## config.mk

```make
export PLATFORM = sky130hd
export DESIGN_NAME = irq_level_gate
export DESIGN_NICKNAME = d
export VERILOG_FILES = /design/src/rtl/irq_level_gate_pkg.sv /design/src/rtl/irq_level_gate_ctrl.sv /design/src/rtl/irq_level_gate_dp.sv /design/src/rtl/irq_level_gate.sv
export SDC_FILE = /design/constraint.sdc
export NUM_CORES = 1
export LEC_CHECK = 0
export ABC_AREA = 1
export BUFFER_PORTS_ARGS = -buffer_cell sky130_fd_sc_hd__buf_2
export CORE_MARGIN = 8
export CORE_UTILIZATION = 40
export CTS_BUF_LIST = sky130_fd_sc_hd__clkbuf_4 sky130_fd_sc_hd__clkbuf_8 sky130_fd_sc_hd__clkbuf_16
export DETAILED_ROUTE_END_ITERATION = 7
export GPL_TIMING_DRIVEN = 0
export PLACE_DENSITY_LB_ADDON = 0.2
export SYNTH_ARGS = -nofsm -noshare
export SYNTH_HDL_FRONTEND = slang
export SYNTH_SLANG_ARGS = --single-unit
```

## constraint.sdc

```tcl
create_clock -name clk -period 3.9 [get_ports clk]
set_input_delay 1.17 -clock clk [delete_from_list [all_inputs] [get_ports clk]]
set_output_delay 1.17 -clock clk [all_outputs]
set_load 0.02 [all_outputs]
```

## src/rtl/irq_level_gate_pkg.sv

```systemverilog
`timescale 1ns/1ps
package irq_level_gate_pkg;
  localparam int MAX_LINES = 64;
  localparam int WORD_W    = 16;
  localparam int MAX_WORDS = MAX_LINES / WORD_W;
  localparam int WIDX_W    = $clog2(MAX_WORDS);

  localparam logic [1:0] BANK_MASK = 2'd0;
  localparam logic [1:0] BANK_POL  = 2'd1;
  localparam logic [1:0] BANK_EOI  = 2'd2;

  typedef struct packed {
    logic              maskWe;
    logic              polWe;
    logic              eoiWe;
    logic              rdMask;
    logic              rdPol;
    logic [WIDX_W-1:0] wordIdx;
  } strobe_t;
endpackage

```

## src/rtl/irq_level_gate_ctrl.sv

```systemverilog
`timescale 1ns/1ps
module irq_level_gate_ctrl
  import irq_level_gate_pkg::*;
#(
  parameter int NUM_LINES = 64,
  parameter int ADDR_W    = 8
) (
  input  logic              clk,
  input  logic              rstN,
  input  logic              busSel,
  input  logic              busWr,
  input  logic [ADDR_W-1:0] busAddr,
  output strobe_t           strb
);
  localparam int NUM_WORDS = (NUM_LINES + WORD_W - 1) / WORD_W;

  logic              aligned, inSpan, wordOk, hit;
  logic [1:0]        bank;
  logic [WIDX_W-1:0] wordIdx;

  always_comb begin
    aligned = (busAddr[1:0] == 2'b00);
    inSpan  = ((busAddr >> 6) == '0);
    bank    = busAddr[5:4];
    wordIdx = busAddr[3:2];
    wordOk  = (int'(wordIdx) < NUM_WORDS);
    hit     = busSel && aligned && inSpan && wordOk;
  end

  always_comb begin
    strb         = '0;
    strb.wordIdx = wordIdx;
    strb.maskWe  = hit &&  busWr && (bank == BANK_MASK);
    strb.polWe   = hit &&  busWr && (bank == BANK_POL);
    strb.eoiWe   = hit &&  busWr && (bank == BANK_EOI);
    strb.rdMask  = hit && !busWr && (bank == BANK_MASK);
    strb.rdPol   = hit && !busWr && (bank == BANK_POL);
  end

  // at most one bank is selected per access
  p_bank_onehot_r7: assert property (@(posedge clk) disable iff (!rstN)
    $onehot0({strb.maskWe, strb.polWe, strb.eoiWe, strb.rdMask, strb.rdPol}));

  // misaligned or beyond-bank accesses raise no strobe
  p_oor_quiet_r8: assert property (@(posedge clk) disable iff (!rstN)
    (busSel && ((busAddr[1:0] != 2'b00) || (busAddr >= ADDR_W'(48))))
    |-> !(strb.maskWe || strb.polWe || strb.eoiWe || strb.rdMask || strb.rdPol));
endmodule

```

## src/rtl/irq_level_gate_dp.sv

```systemverilog
`timescale 1ns/1ps
module irq_level_gate_dp
  import irq_level_gate_pkg::*;
#(
  parameter int NUM_LINES = 64
) (
  input  logic                 clk,
  input  logic                 rstN,
  input  strobe_t              strb,
  input  logic [WORD_W-1:0]    wdata,
  input  logic [NUM_LINES-1:0] srcIrq,
  output logic [NUM_LINES-1:0] parentIrq,
  output logic [NUM_LINES-1:0] eoiPulse,
  output logic [WORD_W-1:0]    rdata
);
  localparam int NUM_WORDS = (NUM_LINES + WORD_W - 1) / WORD_W;
  localparam int PAD_W     = NUM_WORDS * WORD_W;

  logic [NUM_LINES-1:0] maskReg, polReg, eoiReg;
  logic [NUM_LINES-1:0] maskNext, polNext, eoiNext;
  logic [NUM_LINES-1:0] syncA, syncB;
  logic [PAD_W-1:0]     maskPad, polPad;

  // per-line write decode
  always_comb begin
    for (int n = 0; n < NUM_LINES; n++) begin
      logic lineSel;
      logic wBit;
      lineSel     = (strb.wordIdx == WIDX_W'(n / WORD_W));
      wBit        = wdata[n % WORD_W];
      maskNext[n] = (strb.maskWe && lineSel) ? wBit : maskReg[n];
      polNext[n]  = (strb.polWe  && lineSel) ? wBit : polReg[n];
      eoiNext[n]  = strb.eoiWe && lineSel && wBit;
    end
  end

  always_ff @(posedge clk) begin
    if (!rstN) begin
      maskReg <= '1;
      polReg  <= '0;
      eoiReg  <= '0;
      syncA   <= '0;
      syncB   <= '0;
    end else begin
      maskReg <= maskNext;
      polReg  <= polNext;
      eoiReg  <= eoiNext;
      syncA   <= srcIrq;
      syncB   <= syncA;
    end
  end

  assign parentIrq = (syncB ^ polReg) & ~maskReg;
  assign eoiPulse  = eoiReg;

  // readback, unused high bits read zero
  always_comb begin
    maskPad = '0;
    polPad  = '0;
    maskPad[NUM_LINES-1:0] = maskReg;
    polPad[NUM_LINES-1:0]  = polReg;
    rdata = '0;
    for (int w = 0; w < NUM_WORDS; w++) begin
      if (strb.wordIdx == WIDX_W'(w)) begin
        if (strb.rdMask) rdata = maskPad[w*WORD_W +: WORD_W];
        if (strb.rdPol)  rdata = polPad[w*WORD_W +: WORD_W];
      end
    end
  end

  // mask state changes only on a mask write strobe
  p_mask_hold_r2: assert property (@(posedge clk) disable iff (!rstN)
    !$past(strb.maskWe) |-> $stable(maskReg));

  // polarity state changes only on a polarity write strobe
  p_pol_hold_r5: assert property (@(posedge clk) disable iff (!rstN)
    !$past(strb.polWe) |-> $stable(polReg));

  for (genvar n = 0; n < NUM_LINES; n++) begin : g_line
    localparam logic [WIDX_W-1:0] WSEL = WIDX_W'(n / WORD_W);
    localparam int                BPOS = n % WORD_W;

    // a written 1 yields a pulse on the next cycle
    p_eoi_pulse_r6: assert property (@(posedge clk) disable iff (!rstN)
      (strb.eoiWe && strb.wordIdx == WSEL && wdata[BPOS]) |=> eoiPulse[n]);

    // no pulse without a write to this line's word
    p_eoi_quiet_r6: assert property (@(posedge clk) disable iff (!rstN)
      !(strb.eoiWe && strb.wordIdx == WSEL) |=> !eoiPulse[n]);
  end
endmodule

```

## src/rtl/irq_level_gate.sv

```systemverilog
`timescale 1ns/1ps
module irq_level_gate
  import irq_level_gate_pkg::*;
#(
  parameter int NUM_LINES = 64,
  parameter int ADDR_W    = 8
) (
  input  logic                 clk,
  input  logic                 rstN,
  input  logic                 busSel,
  input  logic                 busWr,
  input  logic [ADDR_W-1:0]    busAddr,
  input  logic [15:0]          busWdata,
  output logic [15:0]          busRdata,
  input  logic [NUM_LINES-1:0] srcIrq,
  output logic [NUM_LINES-1:0] parentIrq,
  output logic [NUM_LINES-1:0] eoiPulse
);
  strobe_t strb;

  irq_level_gate_ctrl #(.NUM_LINES(NUM_LINES), .ADDR_W(ADDR_W)) i_ctrl (
    .clk(clk), .rstN(rstN), .busSel(busSel), .busWr(busWr),
    .busAddr(busAddr), .strb(strb)
  );

  irq_level_gate_dp #(.NUM_LINES(NUM_LINES)) i_dp (
    .clk(clk), .rstN(rstN), .strb(strb), .wdata(busWdata),
    .srcIrq(srcIrq), .parentIrq(parentIrq), .eoiPulse(eoiPulse),
    .rdata(busRdata)
  );
endmodule

```

==> results.ini <==
[cts]
holdBufCountCts=0
htree_levels=2
clk_latency_ns=0.51
clkTransAtPathRegs_ns=0.06
cts_tree=yes
clock-sinks=320
clockBufferDepth=3
root_buffer=clkbuf_16
cts_buffers=35

[synthesis]
synthCells=1524
synth_area_mm2=0.0119
netlist_top_cells_area=dfxtp_1, nand2_1, inv_1
ys_seq_area_share_pct=53.9
avgSynthCellArea_um2=7.80
syn_nets=1616
synth_top_cell_area_share_pct=53.9
synth-compound-area-share_pct=10.5
yosys.area.top_type=dfxtp_1
synth_fa_ha_area_share_pct=0
synth.distinct_cells=24
synth_xor_area_share_pct=4.72
yosys_warnings=0
ys_seq_elements=320
muxShareOfSynthArea_pct=0
synthSimpleGateAreaFrac_pct=20.0
synth_top_family_by_area=simple AND/OR/NAND/NOR gates

[status]
violations=negative setup slack
status=finished with violations

[timing]
fmax_mhz=253
worstMarginPinSlew_ns=1.07
setup-violations-final=5
fin_hold_ws_ns=0.407
rsz0062_at_grt=yes
final_max_slew_viol_count=0
post-route-period-util_pct=101
fin_ws_ns=-0.0544
timing_hold_violations_final=0
fin_worst_skew_ns=0.00738
relSlewSlack_pct=28.8
layout_min_cycle_time_ns=3.95

[route]
top_layer_used=met4
met2WireLength_mm=18.6
ant_nets=0
viasPerCell=4.94
wl_met3_mm=3.68
drc=0
drt_iter0_markers=910
dr.pass1.iters=5
wl_per_cell_um=19.1
totalWireLength_mm=42.3
wl_met1_mm=18.3
vias=10900

[layout]
antenna_cells=0
stdcell_area_mm2=0.0153
fin_nets=1888
area_growth_pct=29.1
fin_cells=2210
fin_util_pct=52.0
drive_above_1_share_pct=21.9

[setup_path]
path_max_fanout=10
crit_path_start_kind=input pin
critPathRequiredTime_ns=2.73
cp.arrival_ns=2.78
ff2ff_path_depth=2
r2r_slack_ns=3.19
worstSetupPathType=input pin to output pin
endpoint_kind=output pin
timing.rr.end=i_dp.maskPad[11]
worstReg2RegStart=i_dp.maskPad[11]

[global_route]
grt_max_degree=18
overflow=0
grt_pass1_vias=10200
antenna_found_initial=0
grt_pass1_wl_mm=61.4
track_usage_pct=22.5

[floorplan]
io_pins=236
die_area_mm2=0.0355
design.core.area_mm2=0.0295
rows=63
die_height_um=188
start_util_pct=40.3
die_w_um=188

[placed_design]
gp_congestion=0.962
hpwl_mm=30.6
placed_area_mm2=0.0135
port_buffers=218
dp_cells=2132

[power]
power_density_mw_per_mm2=470
ir_drop_mv=0.312
p_leak_nw=7.50

[worst_hold_path]
holdCritPathClass=flip-flop to flip-flop
min_from=i_dp.syncA[62]
min_to=i_dp.syncB[62]
min_path_cells=2

[job]
drv_cap=0

[report_power, final]
| part | switching, mW | internal (mW) | total (mW) |
|---|---|---|---|
| Combinational | 0.253 | 0.117 | 0.370 |
| Clock | 1.33 | 2.15 | 3.48 |
| Sequential | 0.0235 | 3.33 | 3.36 |
| Total | 1.61 | 5.60 | 7.21 |
[synthesized netlist by cell type]
master     number
a21oi_1        76
buf_1           2
buf_2          21
buf_6           1
clkbuf_1       72
dfxtp_1       320
inv_1         234
inv_2           5
nand2_1       304
nand2_2         4
nand3_1        45
nand3_2         2
nand4_1        42
nor2_1        176
nor2_2          1
nor2_4          2
nor3_4          1
o2111ai_1       1
o211ai_1       28
o21a_1          1
o21ai_0       103
o21bai_1        6
o22ai_1        13
xnor2_1        64
[timing repair]
item                                    in CTS  in global routing
gates cloned                                 0                  6
buffers inserted                             8                  9
endpoints found under the setup margin      16                 16
hold endpoints to repair                     0                  0
pin swaps                                    9                 16
gates resized for setup                     90                 73
[state kept, by name, summed over array words and instances, names as in the netlist]
register / cells
i_dp.syncA: 64
i_dp.syncB: 64
i_dp.maskPad: 64
i_dp.polPad: 64
i_dp.eoiPulse: 64
[cell type report]
type                            count  area (µm²)
Tap cell                          390         488
Multi-Input combinational cell    871        4480
Inverter                          239         906
Clock inverter                     15         215
Fill cell                        2914       14100
Clock buffer                       46        1000
Sequential cell                   320        6410
Timing Repair Buffer              238        1370
Buffer                             91         480
[stage by stage]
stage / setup WS, ns / total power [mW] / TNS, ns
after global placement: -0.628 / 3.76 / -7.68
final: -0.0544 / 7.21 / -0.108
after global routing: -0.0589 / 7.44 / -0.373
after floorplan: 0.291 / 3.61 / 0
after detailed placement: -0.611 / 3.77 / -7.90
after CTS: -0.0332 / 7.24 / -0.120
[worst max path at each step]
stage	start	end	depth (start not counted)
finish	busAddr[6]	busRdata[15]	10
global route	busAddr[1]	busRdata[9]	10
CTS	busAddr[1]	busRdata[9]	10
detailed placement	busAddr[6]	busRdata[8]	10
global placement	busSel	busRdata[8]	9
floorplan	busAddr[1]	busRdata[10]	8
[critical path: stages]
cell and delay (ns):
buf_2 0.10, inv_1 0.05, nand2_2 0.10, nor2_4 0.25, nand3_4 0.22, inv_2 0.15
buf_6 0.17, a21oi_1 0.13, a21oi_2 0.24, buf_4 0.19
[kinds of logic after synthesis]
logic type	Yosys count
AND/OR/NAND/NOR	577
AO/OA/AOI/OAI	228
flip-flops	320
buffers and inverters	335
XOR/XNOR	64
[layer usage]
layer | GRT usage, % | vias to the layer above
li1 | - | 5251
met2 | 35.5 | 547
met3 | 4.66 | 106
met4 | 8.06 | 0
met5 | 0 | -
met1 | 30.0 | 5018
[placed cells by master, fill, tap and decap left out, types with 2 or more instances in the layout]
cell / n
inv_6: 4
o211ai_1: 28
o21ai_4: 6
o21ai_2: 15
nor2_2: 10
bufinv_16: 5
dfxtp_1: 320
o21ai_1: 8
inv_4: 2
clkbuf_8: 8
clkbuf_16: 39
a21oi_2: 7
nand2_2: 8
nand3_1: 44
buf_4: 21
nor2_1: 163
nand3_4: 3
clkbuf_4: 4
xnor2_1: 64
o21bai_1: 6
o22ai_1: 13
nand3_2: 2
buf_6: 14
clkinv_2: 6
buf_8: 3
clkbuf_1: 58
nand2_4: 2
a21oi_1: 68
buf_2: 218
nor2_4: 6
o21ai_0: 74
inv_1: 232
inv_2: 4
nand2_1: 298
clkbuf_2: 8
nand4_1: 42
Power figures use the tool's default switching activity.
